[config.mk]
export PLATFORM = sky130hd
export DESIGN_NAME = dma_req_latch
export DESIGN_NICKNAME = d
export VERILOG_FILES = /design/src/rtl/dreq_pkg.sv /design/src/rtl/dreq_sync.sv /design/src/rtl/dreq_edge.sv /design/src/rtl/dreq_cfg_regs.sv /design/src/rtl/dreq_flag.sv /design/src/rtl/dma_req_latch.sv
export SDC_FILE = /design/constraint.sdc
export NUM_CORES = 1
export LEC_CHECK = 0
export ABC_AREA = 0
export CAP_MARGIN = 20
export CORE_UTILIZATION = 29
export DETAILED_ROUTE_END_ITERATION = 8
export PLACE_DENSITY = 0.87
export SKIP_LAST_GASP = 1
export SYNTH_ARGS = -nofsm -noshare
export SYNTH_HDL_FRONTEND = slang
export SYNTH_HIERARCHICAL = 1
export SYNTH_SLANG_ARGS = --single-unit
[constraint.sdc]
create_clock -name clk -period 1.48 [get_ports clk]
set_input_delay 0.222 -clock clk [delete_from_list [all_inputs] [get_ports clk]]
set_output_delay 0.222 -clock clk [all_outputs]
set_load 0.03 [all_outputs]
[src/rtl/dreq_pkg.sv]
`timescale 1ns/1ps
package dreq_pkg;

  localparam int SRC_W          = 6;
  localparam int SENSE_W        = 2;
  localparam int CTRL_SRC_LSB   = 0;
  localparam int CTRL_SENSE_LSB = 8;
  localparam int CTRL_START_BIT = 16;
  localparam int CTRL_CHAN_BIT  = 17;
  localparam int STAT_FLAG_BIT  = 0;
  localparam int ADDR_CTRL      = 0;
  localparam int ADDR_STAT      = 1;

  typedef enum logic [SENSE_W-1:0] {
    SENSE_RISE = 2'b00,
    SENSE_FALL = 2'b01,
    SENSE_BOTH = 2'b10,
    SENSE_NONE = 2'b11
  } sense_e;

  typedef struct packed {
    logic [SRC_W-1:0] src;
    sense_e           sense;
    logic             start_en;
    logic             chan_en;
  } cfg_t;

  // edge qualification for a given sense code
  function automatic logic edge_hit(sense_e s, logic cur, logic prev);
    logic rise, fall;
    rise = cur & ~prev;
    fall = ~cur & prev;
    case (s)
      SENSE_RISE: edge_hit = rise;
      SENSE_FALL: edge_hit = fall;
      SENSE_BOTH: edge_hit = rise | fall;
      default:    edge_hit = 1'b0;
    endcase
  endfunction

  // sticky flag update, set has priority
  function automatic logic next_flag(logic cur, logic set, logic clr);
    next_flag = set | (cur & ~clr);
  endfunction

  function automatic logic is_sw_mode(logic [SRC_W-1:0] src);
    is_sw_mode = (src == '0);
  endfunction

endpackage

[src/rtl/dreq_sync.sv]
`timescale 1ns/1ps
module dreq_sync #(
  parameter int STAGES = 2
) (
  input  logic clk,
  input  logic rst_n,
  input  logic din,
  output logic cur,
  output logic prev
);
  logic [STAGES-1:0] chain;

  generate
    if (STAGES == 1) begin : g_one
      always_ff @(posedge clk or negedge rst_n) begin
        if (!rst_n) chain <= '0;
        else        chain <= din;
      end
    end else begin : g_many
      always_ff @(posedge clk or negedge rst_n) begin
        if (!rst_n) chain <= '0;
        else        chain <= {chain[STAGES-2:0], din};
      end
    end
  endgenerate

  always_ff @(posedge clk or negedge rst_n) begin
    if (!rst_n) prev <= 1'b0;
    else        prev <= chain[STAGES-1];
  end

  assign cur = chain[STAGES-1];
endmodule

[src/rtl/dreq_edge.sv]
`timescale 1ns/1ps
module dreq_edge
  import dreq_pkg::*;
(
  input  sense_e sense,
  input  logic   sw_mode,
  input  logic   cur,
  input  logic   prev,
  output logic   edge_evt
);
  always_comb begin
    edge_evt = 1'b0;
    if (!sw_mode) edge_evt = edge_hit(sense, cur, prev);
  end
endmodule

[src/rtl/dreq_cfg_regs.sv]
`timescale 1ns/1ps
module dreq_cfg_regs
  import dreq_pkg::*;
#(
  parameter int DATA_W = 32,
  parameter int ADDR_W = 2
) (
  input  logic              clk,
  input  logic              rst_n,
  input  logic              reg_wr,
  input  logic [ADDR_W-1:0] reg_addr,
  input  logic [DATA_W-1:0] reg_wdata,
  input  logic              flag_q,
  output logic [DATA_W-1:0] reg_rdata,
  output cfg_t              cfg,
  output logic              wr_flag,
  output logic              wr_val
);
  localparam logic [ADDR_W-1:0] A_CTRL = ADDR_W'(ADDR_CTRL);
  localparam logic [ADDR_W-1:0] A_STAT = ADDR_W'(ADDR_STAT);

  logic wr_ctrl;
  assign wr_ctrl = reg_wr && (reg_addr == A_CTRL);
  assign wr_flag = reg_wr && (reg_addr == A_STAT);
  assign wr_val  = reg_wdata[STAT_FLAG_BIT];

  always_ff @(posedge clk or negedge rst_n) begin
    if (!rst_n) begin
      cfg <= '0;
    end else if (wr_ctrl) begin
      cfg.src      <= reg_wdata[CTRL_SRC_LSB +: SRC_W];
      cfg.sense    <= sense_e'(reg_wdata[CTRL_SENSE_LSB +: SENSE_W]);
      cfg.start_en <= reg_wdata[CTRL_START_BIT];
      cfg.chan_en  <= reg_wdata[CTRL_CHAN_BIT];
    end
  end

  always_comb begin
    reg_rdata = '0;
    if (reg_addr == A_CTRL) begin
      reg_rdata[CTRL_SRC_LSB +: SRC_W]     = cfg.src;
      reg_rdata[CTRL_SENSE_LSB +: SENSE_W] = cfg.sense;
      reg_rdata[CTRL_START_BIT]            = cfg.start_en;
      reg_rdata[CTRL_CHAN_BIT]             = cfg.chan_en;
    end else if (reg_addr == A_STAT) begin
      reg_rdata[STAT_FLAG_BIT] = flag_q;
    end
  end

  // reserved write bits carry no meaning
  logic unused_wbits;
  assign unused_wbits = ^{reg_wdata[DATA_W-1:CTRL_CHAN_BIT+1],
                          reg_wdata[CTRL_START_BIT-1:CTRL_SENSE_LSB+SENSE_W],
                          reg_wdata[CTRL_SENSE_LSB-1:SRC_W]};
endmodule

[src/rtl/dreq_flag.sv]
`timescale 1ns/1ps
module dreq_flag
  import dreq_pkg::*;
(
  input  logic clk,
  input  logic rst_n,
  input  logic sw_mode,
  input  logic edge_evt,
  input  logic wr_flag,
  input  logic wr_val,
  input  logic xfer_start,
  output logic flag_q,
  output logic set_evt,
  output logic clr_evt,
  output logic hw_wr1,
  output logic sw_wr1,
  output logic prot_err
);
  assign sw_wr1  = sw_mode & wr_flag & wr_val;
  assign hw_wr1  = ~sw_mode & wr_flag & wr_val;
  assign set_evt = sw_wr1 | edge_evt;
  assign clr_evt = xfer_start | (wr_flag & ~wr_val);

  always_ff @(posedge clk or negedge rst_n) begin
    if (!rst_n) begin
      flag_q   <= 1'b0;
      prot_err <= 1'b0;
    end else begin
      flag_q   <= next_flag(flag_q, set_evt, clr_evt);
      prot_err <= hw_wr1;
    end
  end
endmodule

[src/rtl/dma_req_latch.sv]
`timescale 1ns/1ps
module dma_req_latch
  import dreq_pkg::*;
#(
  parameter int DATA_W      = 32,
  parameter int ADDR_W      = 2,
  parameter int SYNC_STAGES = 2
) (
  input  logic              clk,
  input  logic              rst_n,
  input  logic              dreq_in,
  input  logic              reg_wr,
  input  logic [ADDR_W-1:0] reg_addr,
  input  logic [DATA_W-1:0] reg_wdata,
  output logic [DATA_W-1:0] reg_rdata,
  input  logic              xfer_start,
  output logic              req_pending,
  output logic              prot_err
);
  cfg_t cfg;
  logic sw_mode, cur, prev, edge_evt;
  logic wr_flag, wr_val;
  logic flag_q, set_evt, clr_evt, hw_wr1, sw_wr1;

  assign sw_mode = is_sw_mode(cfg.src);

  dreq_sync #(.STAGES(SYNC_STAGES)) u_sync (
    .clk(clk), .rst_n(rst_n), .din(dreq_in), .cur(cur), .prev(prev)
  );

  dreq_edge u_edge (
    .sense(cfg.sense), .sw_mode(sw_mode), .cur(cur), .prev(prev),
    .edge_evt(edge_evt)
  );

  dreq_cfg_regs #(.DATA_W(DATA_W), .ADDR_W(ADDR_W)) u_regs (
    .clk(clk), .rst_n(rst_n), .reg_wr(reg_wr), .reg_addr(reg_addr),
    .reg_wdata(reg_wdata), .flag_q(flag_q), .reg_rdata(reg_rdata),
    .cfg(cfg), .wr_flag(wr_flag), .wr_val(wr_val)
  );

  dreq_flag u_flag (
    .clk(clk), .rst_n(rst_n), .sw_mode(sw_mode), .edge_evt(edge_evt),
    .wr_flag(wr_flag), .wr_val(wr_val), .xfer_start(xfer_start),
    .flag_q(flag_q), .set_evt(set_evt), .clr_evt(clr_evt),
    .hw_wr1(hw_wr1), .sw_wr1(sw_wr1), .prot_err(prot_err)
  );

  assign req_pending = flag_q & cfg.start_en & cfg.chan_en;
endmodule

==> reports/results.md, run 1 <==
| Result | Reported | Unit |
|---|---|---|
| Outcome | complete, but fails checks | - |
| Violated checks | DRC, setup timing | - |
| Type of the worst setup path | flip-flop to flip-flop | - |
| Worst-Skew Late Latency | 0.28 | ns |
| Dpl hpwl | 1.28 | mm |
| Crit path required time | 1.65 | ns |
| Register clock-pin slew on the reported worst setup and hold paths | 0.09 | ns |
| Clk_skew | 0.00417 | ns |
| Average wire per cell in the routed design | 11.2 | µm |
| Die outline height | 57.6 | µm |
| Count of final hold-check violations | 0 | - |
| RD Place Congestion | 0.717 | - |
| Number of placed instances, taps included | 144 | - |
| DR DRC count | 4 | - |
| Startpoint class of the critical path | flip-flop | - |
| Series of cell instances along the critical path | or4_1 -> nor3_2 -> or4b_1 -> o31ai_1 -> o21bai_1 | - |
| Number of standard cells after synthesis | 80 | - |
| Effective utilization at floorplan | 31.4 | % |
| Post-CTS Hold Fix Bufs | 0 | - |
| Number of antenna violations at the first check in global routing | 0 | - |
| Cell Pwr Density | 958 | nW/µm² |
| Setup repair after global routing missed its margin | yes | - |
| Site Rows | 19 | - |
| Number of vias in the routed layout | 640 | - |
| Ant. Diodes | 0 | - |
| Root Buffer Master | clkbuf_4 | - |
| Fraction of final layout cells sized beyond drive strength 1 | 31.4 | % |
| Combined global-route utilization of all metal layers | 10.7 | % |
| Max IR drop VDD | 0.556 | mV |
| Number of input and output port buffers inserted | 28 | - |
| Sinks on the clock net | 15 | - |
| Number of buffers and inverters on the critical path | 0 | - |
| # IOs | 73 | - |
| Endpoint arrival time on the critical path | 1.73 | ns |
| Crit path max fanout | 3 | - |
| Worst min path class | input port to asynchronous set/reset pin | - |
| Min Tclk post-route | 1.56 | ns |
| Core outline area | 2850 | µm² |
| Number of detailed-routing iterations run before antenna repair | 7 | - |
| DP Worst Slack | -0.239 | ns |
| Routed WL | 1.67 | mm |
| Largest incremental delay on the critical path | 0.53 | ns |
| Average cell area after synthesis | 11.2 | µm² |
| First-pass GRT wire length | 2.66 | mm |
| Top delay family on crit path | simple AND/OR/NAND/NOR gates | - |
| Deepest clock path buffer count | 2 | - |
| Instance area after placement | 1140 | µm² |
| Syn Std Cell Area | 896 | µm² |
| Cell type of the slowest stage on the worst timing path | or4_1 | - |
| Num CTS Buffers | 3 | - |
| Antenna-violating nets left | 0 | - |
| Final cycle utilization of the critical path | 105 | % |
| Residual overflow from global routing | 0 | - |
| Setup violation total in the final timing report | 1 | - |
| Die Area | 3320 | µm² |
| H-tree depth | 1 | - |
| Warning count from the yosys run | 6 | - |
| Maximum number of pins on one net before global-route repair | 16 | - |
| Capturing element type of the critical path | flip-flop | - |
| CTS tree | built | - |
| Final design instance area without fill | 1180 | µm² |
| Smallest setup slack after layout | -0.0800 | ns |
| Final cell count without fillers | 149 | - |
| Chip Width | 57.6 | µm |
| Nets | 160 | - |
| Number of maximum-capacitance constraint violations | 0 | - |
| Setup bufs post-CTS | 0 | - |
| Pins over their slew limit | 0 | - |
| Fillcell total | 271 | - |
| Static power due to leakage | 0.584 | nW |
| First DRT Iteration DRCs | 12 | - |
| Vias in the first global route | 630 | - |
| Relative area change from synthesis to final layout | 31.8 | % |
| Detailed-route vias per instance | 4.30 | - |
| Highest Clock Rate | 0.641 | GHz |
## placed cells by master, fill, tap and decap left out, drive strengths merged, types with 3 or more instances in the layout
| cell type | instances |
|---|---|
| inv | 3 |
| buf | 18 |
| nor2 | 4 |
| mux2 | 10 |
| conb | 22 |
| and2 | 9 |
| clkdlybuf4s50 | 14 |
| clkbuf | 4 |
| dfrtp | 15 |
| dlygate4sd2 | 3 |
## routing by layer
metal  wire (µm)  share of wire, %  up-vias  global-route usage [%]
li1            -                 -      294                       -
met1         606                36      306                    11.3
met2         965                58       40                    20.3
met3          94               5.6        0                    1.13
met4           0                 0        0                    6.27
met5           0                 0        -                       0
## registers in the layout, summed over array words and instances, names as in the netlist
signal,count
u_sync/chain,2
u_flag/flag_q,1
u_regs/cfg,10
u_sync/prev,1
u_flag/prot_err,1
## through the flow
step | utilization [%] | total power, W | TNS (ns) | hold slack, ns
final | 41.4 | 0.00113 | -0.0800 | 0.246
after global routing | 41.4 | 0.00120 | -0.169 | 0.257
after CTS | 41.4 | 0.00114 | -0.0969 | 0.242
after detailed placement | 40.1 | 0.000908 | -3.15 | 0.346
after global placement | 40.1 | 0.000893 | -2.46 | 0.335
after floorplan | - | 0.000797 | -0.0320 | -0.0736
## power breakdown
group / switching [W] / internal [W] / leakage (nW)
sequential: 0.0000476 / 0.000474 / 0.179
combinational: 0.000207 / 0.000170 / 0.389
clock: 0.000128 / 0.000105 / 0.0150
## cell type report
cell class | instances | area [µm²] | share of cell area [%]
Multi-Input combinational cell | 60 | 418 | 35.4
Sequential cell | 15 | 375 | 31.8
Timing Repair Buffer | 36 | 312 | 26.4
Tap cell | 31 | 38.8 | 3.28
Clock buffer | 4 | 26.3 | 2.22
Inverter | 3 | 11.3 | 0.953
## timing repair
item,CTS,global route
pin swaps,1,0
setup endpoints to repair,13,2
resized for setup,6,1
cloned,1,0
## worst paths after layout
path	start	to	slack [ns]	depth (start not counted)
worst max register to register	u_regs/cfg[9]$_DFFE_PN0P_	u_flag/flag_q$_DFF_PN0_	-0.08	5
min in group clk	u_sync/chain[0]$_DFF_PN0_	u_sync/chain[1]$_DFF_PN0_	0.36	0
max in group asynchronous	rst_n	u_flag/prot_err$_DFF_PN0_	1.07	2
worst min register to register	u_sync/chain[0]$_DFF_PN0_	u_sync/chain[1]$_DFF_PN0_	0.36	0
worst min-delay path	rst_n	u_sync/prev$_DFF_PN0_	0.25	2
worst max-delay path	u_regs/cfg[9]$_DFFE_PN0P_	u_flag/flag_q$_DFF_PN0_	-0.08	5
Note: power is estimated with default switching activity, not from simulation.
==> run 2: changes to the inputs <==
Settings changed: CORE_ASPECT_RATIO set to 1.25.
==> run 2 against run 1 <==
Highest routed layer is now met4; combinational power increased by 5.6%; critical path type unchanged; die area about the same; critical endpoint unchanged; the run ends with setup timing left; sequential share of layout area decreased by 1.0 points; clock power about the same; maximum frequency decreased by 4.0%; clock skew decreased by 0.0021 ns.
==> reports/results.md, run 2 (synthesis results as in run 1) <==
| Result | Reported | Unit |
|---|---|---|
| Site Rows | 22 | - |
| Violated checks | setup timing | - |
| Num CTS Buffers | 3 | - |
| Detailed-route vias per instance | 4.36 | - |
| Series of cell instances along the critical path | or4_4 -> nor3_4 -> or4b_1 -> o31ai_1 -> o21bai_1 | - |
| Root Buffer Master | clkbuf_4 | - |
| H-tree depth | 1 | - |
| Worst-Skew Late Latency | 0.28 | ns |
| Crit path required time | 1.65 | ns |
| Post-Route Utilization | 41.4 | % |
| Startpoint class of the critical path | flip-flop | - |
| Post-CTS Hold Fix Bufs | 0 | - |
| Nets | 163 | - |
| Number of antenna violations at the first check in global routing | 0 | - |
| DR DRC count | 0 | - |
| Count of final hold-check violations | 0 | - |
| Top library cells by usage in the layout, fill and taps aside | conb_1 (22), buf_4 (21), dfrtp_1 (15) | - |
| Core outline area | 2950 | µm² |
| Min Tclk post-route | 1.62 | ns |
| Cell type of the slowest stage on the worst timing path | or4_4 | - |
| Fillcell total | 268 | - |
| Number of flip-flops in the largest register | 10 | - |
| Endpoint arrival time on the critical path | 1.80 | ns |
| Effective utilization at floorplan | 30.4 | % |
| Final cycle utilization of the critical path | 110 | % |
| Routed WL | 1.81 | mm |
| Clk_skew | 0.00203 | ns |
| Average wire per cell in the routed design | 11.5 | µm |
| Largest incremental delay on the critical path | 0.55 | ns |
| Number of maximum-capacitance constraint violations | 0 | - |
| Number of detailed-routing iterations run before antenna repair | 4 | - |
| Type of the worst setup path | flip-flop to flip-flop | - |
| # IOs | 73 | - |
| Vias in the first global route | 722 | - |
| Die Area | 3320 | µm² |
| Largest registers | u_regs/cfg (10), u_sync/chain (2) | - |
| CTS tree | built | - |
| Number of input and output port buffers inserted | 28 | - |
| First-pass GRT wire length | 3.03 | mm |
| First DRT Iteration DRCs | 23 | - |
| Register-to-register path setup slack | -0.14 | ns |
| Combined global-route utilization of all metal layers | 12.3 | % |
| Ant. Diodes | 0 | - |
| Relative area change from synthesis to final layout | 36.2 | % |
| Residual overflow from global routing | 0 | - |
| Chip Width | 51.7 | µm |
| Deepest clock path buffer count | 2 | - |
| Die outline height | 64.1 | µm |
| Number of vias in the routed layout | 684 | - |
| Worst min path class | input port to asynchronous set/reset pin | - |
| Sinks on the clock net | 15 | - |
| Outcome | complete, but fails checks | - |
| Crit path max fanout | 3 | - |
| Dpl hpwl | 1.44 | mm |
| Smallest setup slack after layout | -0.144 | ns |
| Most common cell after layout, fill and taps aside | conb_1 | - |
| Max IR drop VDD | 0.664 | mV |
| Register clock-pin slew on the reported worst setup and hold paths | 0.09 | ns |
| Fraction of final layout cells sized beyond drive strength 1 | 33.9 | % |
| Pins over their slew limit | 0 | - |
| Static power due to leakage | 0.603 | nW |
| Antenna-violating nets left | 0 | - |
| Capturing element type of the critical path | flip-flop | - |
| Highest Clock Rate | 0.616 | GHz |
| Setup violation total in the final timing report | 1 | - |
| Setup repair after global routing missed its margin | yes | - |
| Cell Pwr Density | 947 | nW/µm² |
| RD Place Congestion | 0.711 | - |
| Final Total Pwr | 0.00116 | W |
| Register ranked first by flip-flop count | u_regs/cfg | - |
| Maximum number of pins on one net before global-route repair | 16 | - |
==> run 2: cell types whose count changed in the layout (fill, tap and decap cells not counted) <==
cell | previous run | this run
nor3_2 | 1 | 0
buf_4 | 18 | 21
or4_4 | 0 | 1
nor3_4 | 0 | 1
or4_1 | 1 | 0
==> run 2: worst max-delay path, delay by kind of cell (launching register included) <==
family,cells,cell delay [ns]
compound gates,2,0.20
flops,1,0.40
simple gates,3,0.92
==> run 2: worst paths after layout <==
| check | from | endpoint | cells past startpoint |
|---|---|---|---|
| max in group asynchronous | rst_n | u_regs/cfg[0]$_DFFE_PN0P_ | 2 |
| min in group clk | u_sync/chain[0]$_DFF_PN0_ | u_sync/chain[1]$_DFF_PN0_ | 0 |
| hold reg to reg | u_sync/chain[0]$_DFF_PN0_ | u_sync/chain[1]$_DFF_PN0_ | 0 |
| setup / recovery | u_regs/cfg[7]$_DFFE_PN0P_ | u_flag/flag_q$_DFF_PN0_ | 5 |
| hold / removal | rst_n | u_regs/cfg[2]$_DFFE_PN0P_ | 2 |
| setup reg to reg | u_regs/cfg[7]$_DFFE_PN0P_ | u_flag/flag_q$_DFF_PN0_ | 5 |
==> run 2: layout make-up <==
class                           count  area [µm²]  share of cell area, %
Multi-Input combinational cell     60         428                   35.1
Sequential cell                    15         375                   30.8
Timing Repair Buffer               39         334                   27.4
Tap cell                           36        45.0                   3.69
Clock buffer                        4        26.3                   2.15
Inverter                            3        11.3                  0.923
==> run 2: routing by layer <==
layer	track usage [%]	part of all wire, %	vias up	wire [µm]
li1	-	-	302	-
met1	10.7	33	320	605
met2	25.0	58	56	1040
met3	0.952	6.4	6	115
met4	8.11	2.4	0	44
met5	0	0	-	0
==> run 2: report_power, final <==
part | internal [W] | switching [W] | total (W) | leakage [nW]
clock | 0.000105 | 0.000124 | 0.000229 | 0.0150
combinational | 0.000183 | 0.000215 | 0.000398 | 0.409
sequential | 0.000474 | 0.0000544 | 0.000528 | 0.179
total | 0.000761 | 0.000394 | 0.00116 | 0.603
==> run 2: stage by stage <==
step / hold slack [ns] / setup WS (ns) / area (µm²) / TNS (ns) / std cells
after floorplan: -0.0736 / -0.0320 / 975 / -0.0320 / 101
final: 0.258 / -0.144 / 1220 / -0.144 / 157
after detailed placement: 0.347 / -0.238 / 1170 / -3.58 / 152
after CTS: 0.262 / -0.113 / 1210 / -0.113 / 157
after global placement: 0.333 / -0.138 / 1170 / -1.97 / 152
after global routing: 0.277 / -0.189 / 1220 / -0.211 / 157
==> run 2: timing repair <==
item | CTS | global route
endpoints found under the setup margin | 13 | 3
cloned | 1 | 0
resized for setup | 6 | 3
pin swaps | 1 | 3
setup buffers | 0 | 0
==> run 3: changes to the inputs <==
Settings changed: CORE_MARGIN set to 5, TNS_END_PERCENT set to 100.
==> run 3 against run 2 <==
The flow still finishes with violations (setup timing); first-iteration DRC count decreased by 48%; critical endpoint unchanged; clock-buffer cell count unchanged; clock skew about the same; global-route usage decreased by 3.7 points; hold slack about the same; highest routed layer is now met3; wire length increased by 7.7%; total power increased by 0.54%; clock power decreased by 2%; worst setup slack got worse by 0.064 ns; cell area increased by 0.92%.
==> reports/results.md, run 3 (synthesis results as in run 1) <==
| Result | Reported | Unit |
|---|---|---|
| Combined global-route utilization of all metal layers | 8.61 | % |
| Setup repair after global routing missed its margin | yes | - |
| H-tree depth | 1 | - |
| Register-to-register path setup slack | -0.21 | ns |
| Worst reg-to-reg path cell count | 5 | - |
| Top delay family on crit path | simple AND/OR/NAND/NOR gates | - |
| Static power due to leakage | 0.616 | nW |
| Endpoint of the worst register-to-register path | u_flag/flag_q$_DFF_PN0_ | - |
| Highest Clock Rate | 0.592 | GHz |
| Fraction of final layout cells sized beyond drive strength 1 | 36.4 | % |
| Startpoint of the worst register-to-register path | u_regs/cfg[8]$_DFFE_PN0P_ | - |
| Residual overflow from global routing | 0 | - |
| Deepest clock path buffer count | 2 | - |
| Endpoint arrival time on the critical path | 1.85 | ns |
| Largest incremental delay on the critical path | 0.56 | ns |
| Site Rows | 22 | - |
| Min Tclk post-route | 1.69 | ns |
| Die outline height | 72.1 | µm |
| Crit path required time | 1.65 | ns |
| Sinks on the clock net | 15 | - |
| Worst-Skew Late Latency | 0.27 | ns |
| RD Place Congestion | 0.744 | - |
| Crit path max fanout | 3 | - |
| Most common cell after layout, fill and taps aside | conb_1 | - |
| Core outline area | 2950 | µm² |
| First DRT Iteration DRCs | 12 | - |
| First-pass GRT wire length | 2.87 | mm |
| CTS tree | built | - |
| Maximum number of pins on one net before global-route repair | 16 | - |
| Post-CTS Hold Fix Bufs | 0 | - |
| DP Worst Slack | -0.189 | ns |
| Series of cell instances along the critical path | or4_4 -> nor3_4 -> or4b_4 -> o31ai_2 -> o21bai_1 | - |
| Relative area change from synthesis to final layout | 37.4 | % |
| Launch point of the critical path | u_regs/cfg[8]$_DFFE_PN0P_ | - |
| Final cycle utilization of the critical path | 114 | % |
| Vias in the first global route | 671 | - |
| Type of the worst setup path | flip-flop to flip-flop | - |
| Startpoint class of the critical path | flip-flop | - |
| Setup violation total in the final timing report | 2 | - |
| Smallest setup slack after layout | -0.208 | ns |
| DR DRC count | 0 | - |
| Endpoint of the most critical setup path | u_flag/flag_q$_DFF_PN0_ | - |
| Effective utilization at floorplan | 30.4 | % |
| Violated checks | setup timing | - |
| Root Buffer Master | clkbuf_4 | - |
| Number of buffers and inverters on the critical path | 0 | - |
| Number of maximum-capacitance constraint violations | 0 | - |
| Largest registers | u_regs/cfg (10), u_sync/chain (2) | - |
| Outcome | complete, but fails checks | - |
| Final cell count without fillers | 157 | - |
| Accumulated negative setup slack | -0.240 | ns |
| Average wire per cell in the routed design | 12.4 | µm |
| Num CTS Buffers | 3 | - |
| Number of antenna violations at the first check in global routing | 0 | - |
| Logic depth of the worst setup path including buffers | 5 | - |
| Dpl hpwl | 1.54 | mm |
| Pins over their slew limit | 0 | - |
| Ant. Diodes | 0 | - |
| Number of flip-flops in the largest register | 10 | - |
| Worst min path class | input port to asynchronous set/reset pin | - |
| Number of vias in the routed layout | 656 | - |
| Max IR drop VDD | 0.577 | mV |
| Number of detailed-routing iterations run before antenna repair | 4 | - |
| Count of final hold-check violations | 0 | - |
| Post-Route Utilization | 41.8 | % |
| Die Area | 4310 | µm² |
| Instance area after placement | 1160 | µm² |
| Chip Width | 59.7 | µm |
| Number of placed instances, taps included | 150 | - |
| Top library cells by usage in the layout, fill and taps aside | conb_1 (22), buf_4 (20), dfrtp_1 (15) | - |
| Register ranked first by flip-flop count | u_regs/cfg | - |
| Antenna-violating nets left | 0 | - |
| Capturing element type of the critical path | flip-flop | - |
| Register clock-pin slew on the reported worst setup and hold paths | 0.08 | ns |
| Nets | 163 | - |
| Cell type of the slowest stage on the worst timing path | or4_4 | - |
| Routed WL | 1.95 | mm |
| # IOs | 73 | - |
| Clk_skew | 0.00243 | ns |
| Final design instance area without fill | 1230 | µm² |
| Number of input and output port buffers inserted | 28 | - |
| Detailed-route vias per instance | 4.18 | - |
| Fillcell total | 264 | - |
| Cell Pwr Density | 943 | nW/µm² |
## run 3: cell count changes in the layout (fill, tap and decap cells not counted), sizes merged
cell,change
clkbuf,+1
clkdlybuf4s15,-1
dlygate4sd2,-1
dlymetal6s2s,+1
## run 3: where the power goes
part           total, W  leakage [nW]  switching [W]  internal [W]
Sequential     0.000529         0.179      0.0000550      0.000474
Clock          0.000225        0.0150       0.000121      0.000104
Combinational  0.000407         0.422       0.000219      0.000188
Total           0.00116         0.616       0.000395      0.000766
## run 3: cell type report
type                            count  area (µm²)  share of cell area (%)
Clock buffer                        4        26.3                    2.13
Inverter                            3        11.3                   0.915
Multi-Input combinational cell     60         437                    35.5
Sequential cell                    15         375                    30.5
Tap cell                           36        45.0                    3.66
Timing Repair Buffer               39         337                    27.3
## run 3: worst register-to-register path, cell delays in order (launching register included)
cell and delay [ns]:
dfrtp_1 0.40, or4_4 0.56, nor3_4 0.25, or4b_4 0.17, o31ai_2 0.05, o21bai_1 0.15
## run 3: how the worst min path moves through the flow
stage                                      to  slack [ns]  cells past startpoint
finish              u_regs/cfg[3]$_DFFE_PN0P_        0.26                      2
global route        u_regs/cfg[2]$_DFFE_PN0P_        0.26                      2
CTS                 u_sync/chain[0]$_DFF_PN0_        0.25                      2
detailed placement  u_sync/chain[1]$_DFF_PN0_        0.33                      0
global placement    u_sync/chain[1]$_DFF_PN0_        0.33                      0
floorplan             u_flag/flag_q$_DFF_PN0_       -0.07                      0
## run 3: what timing repair did
action	in CTS	in global routing
setup endpoints to repair	13	12
resized for setup	5	8
gates cloned	0	1
setup buffers	0	2
pin swaps	0	4
## run 3: per-stage QoR
stage / hold WS, ns / total power, W
finish: 0.258 / 0.00116
global route: 0.260 / 0.00123
CTS: 0.253 / 0.00114
detailed placement: 0.335 / 0.000913
global placement: 0.333 / 0.000895
floorplan: -0.0736 / 0.000797
## run 3: metal layers
layer	routed length (µm)	GRT usage (%)	share of wire, %
met1	641	8.47	33
met2	1080	16.7	55
met3	229	1.60	12
met4	0	3.69	0
met5	0	0	0
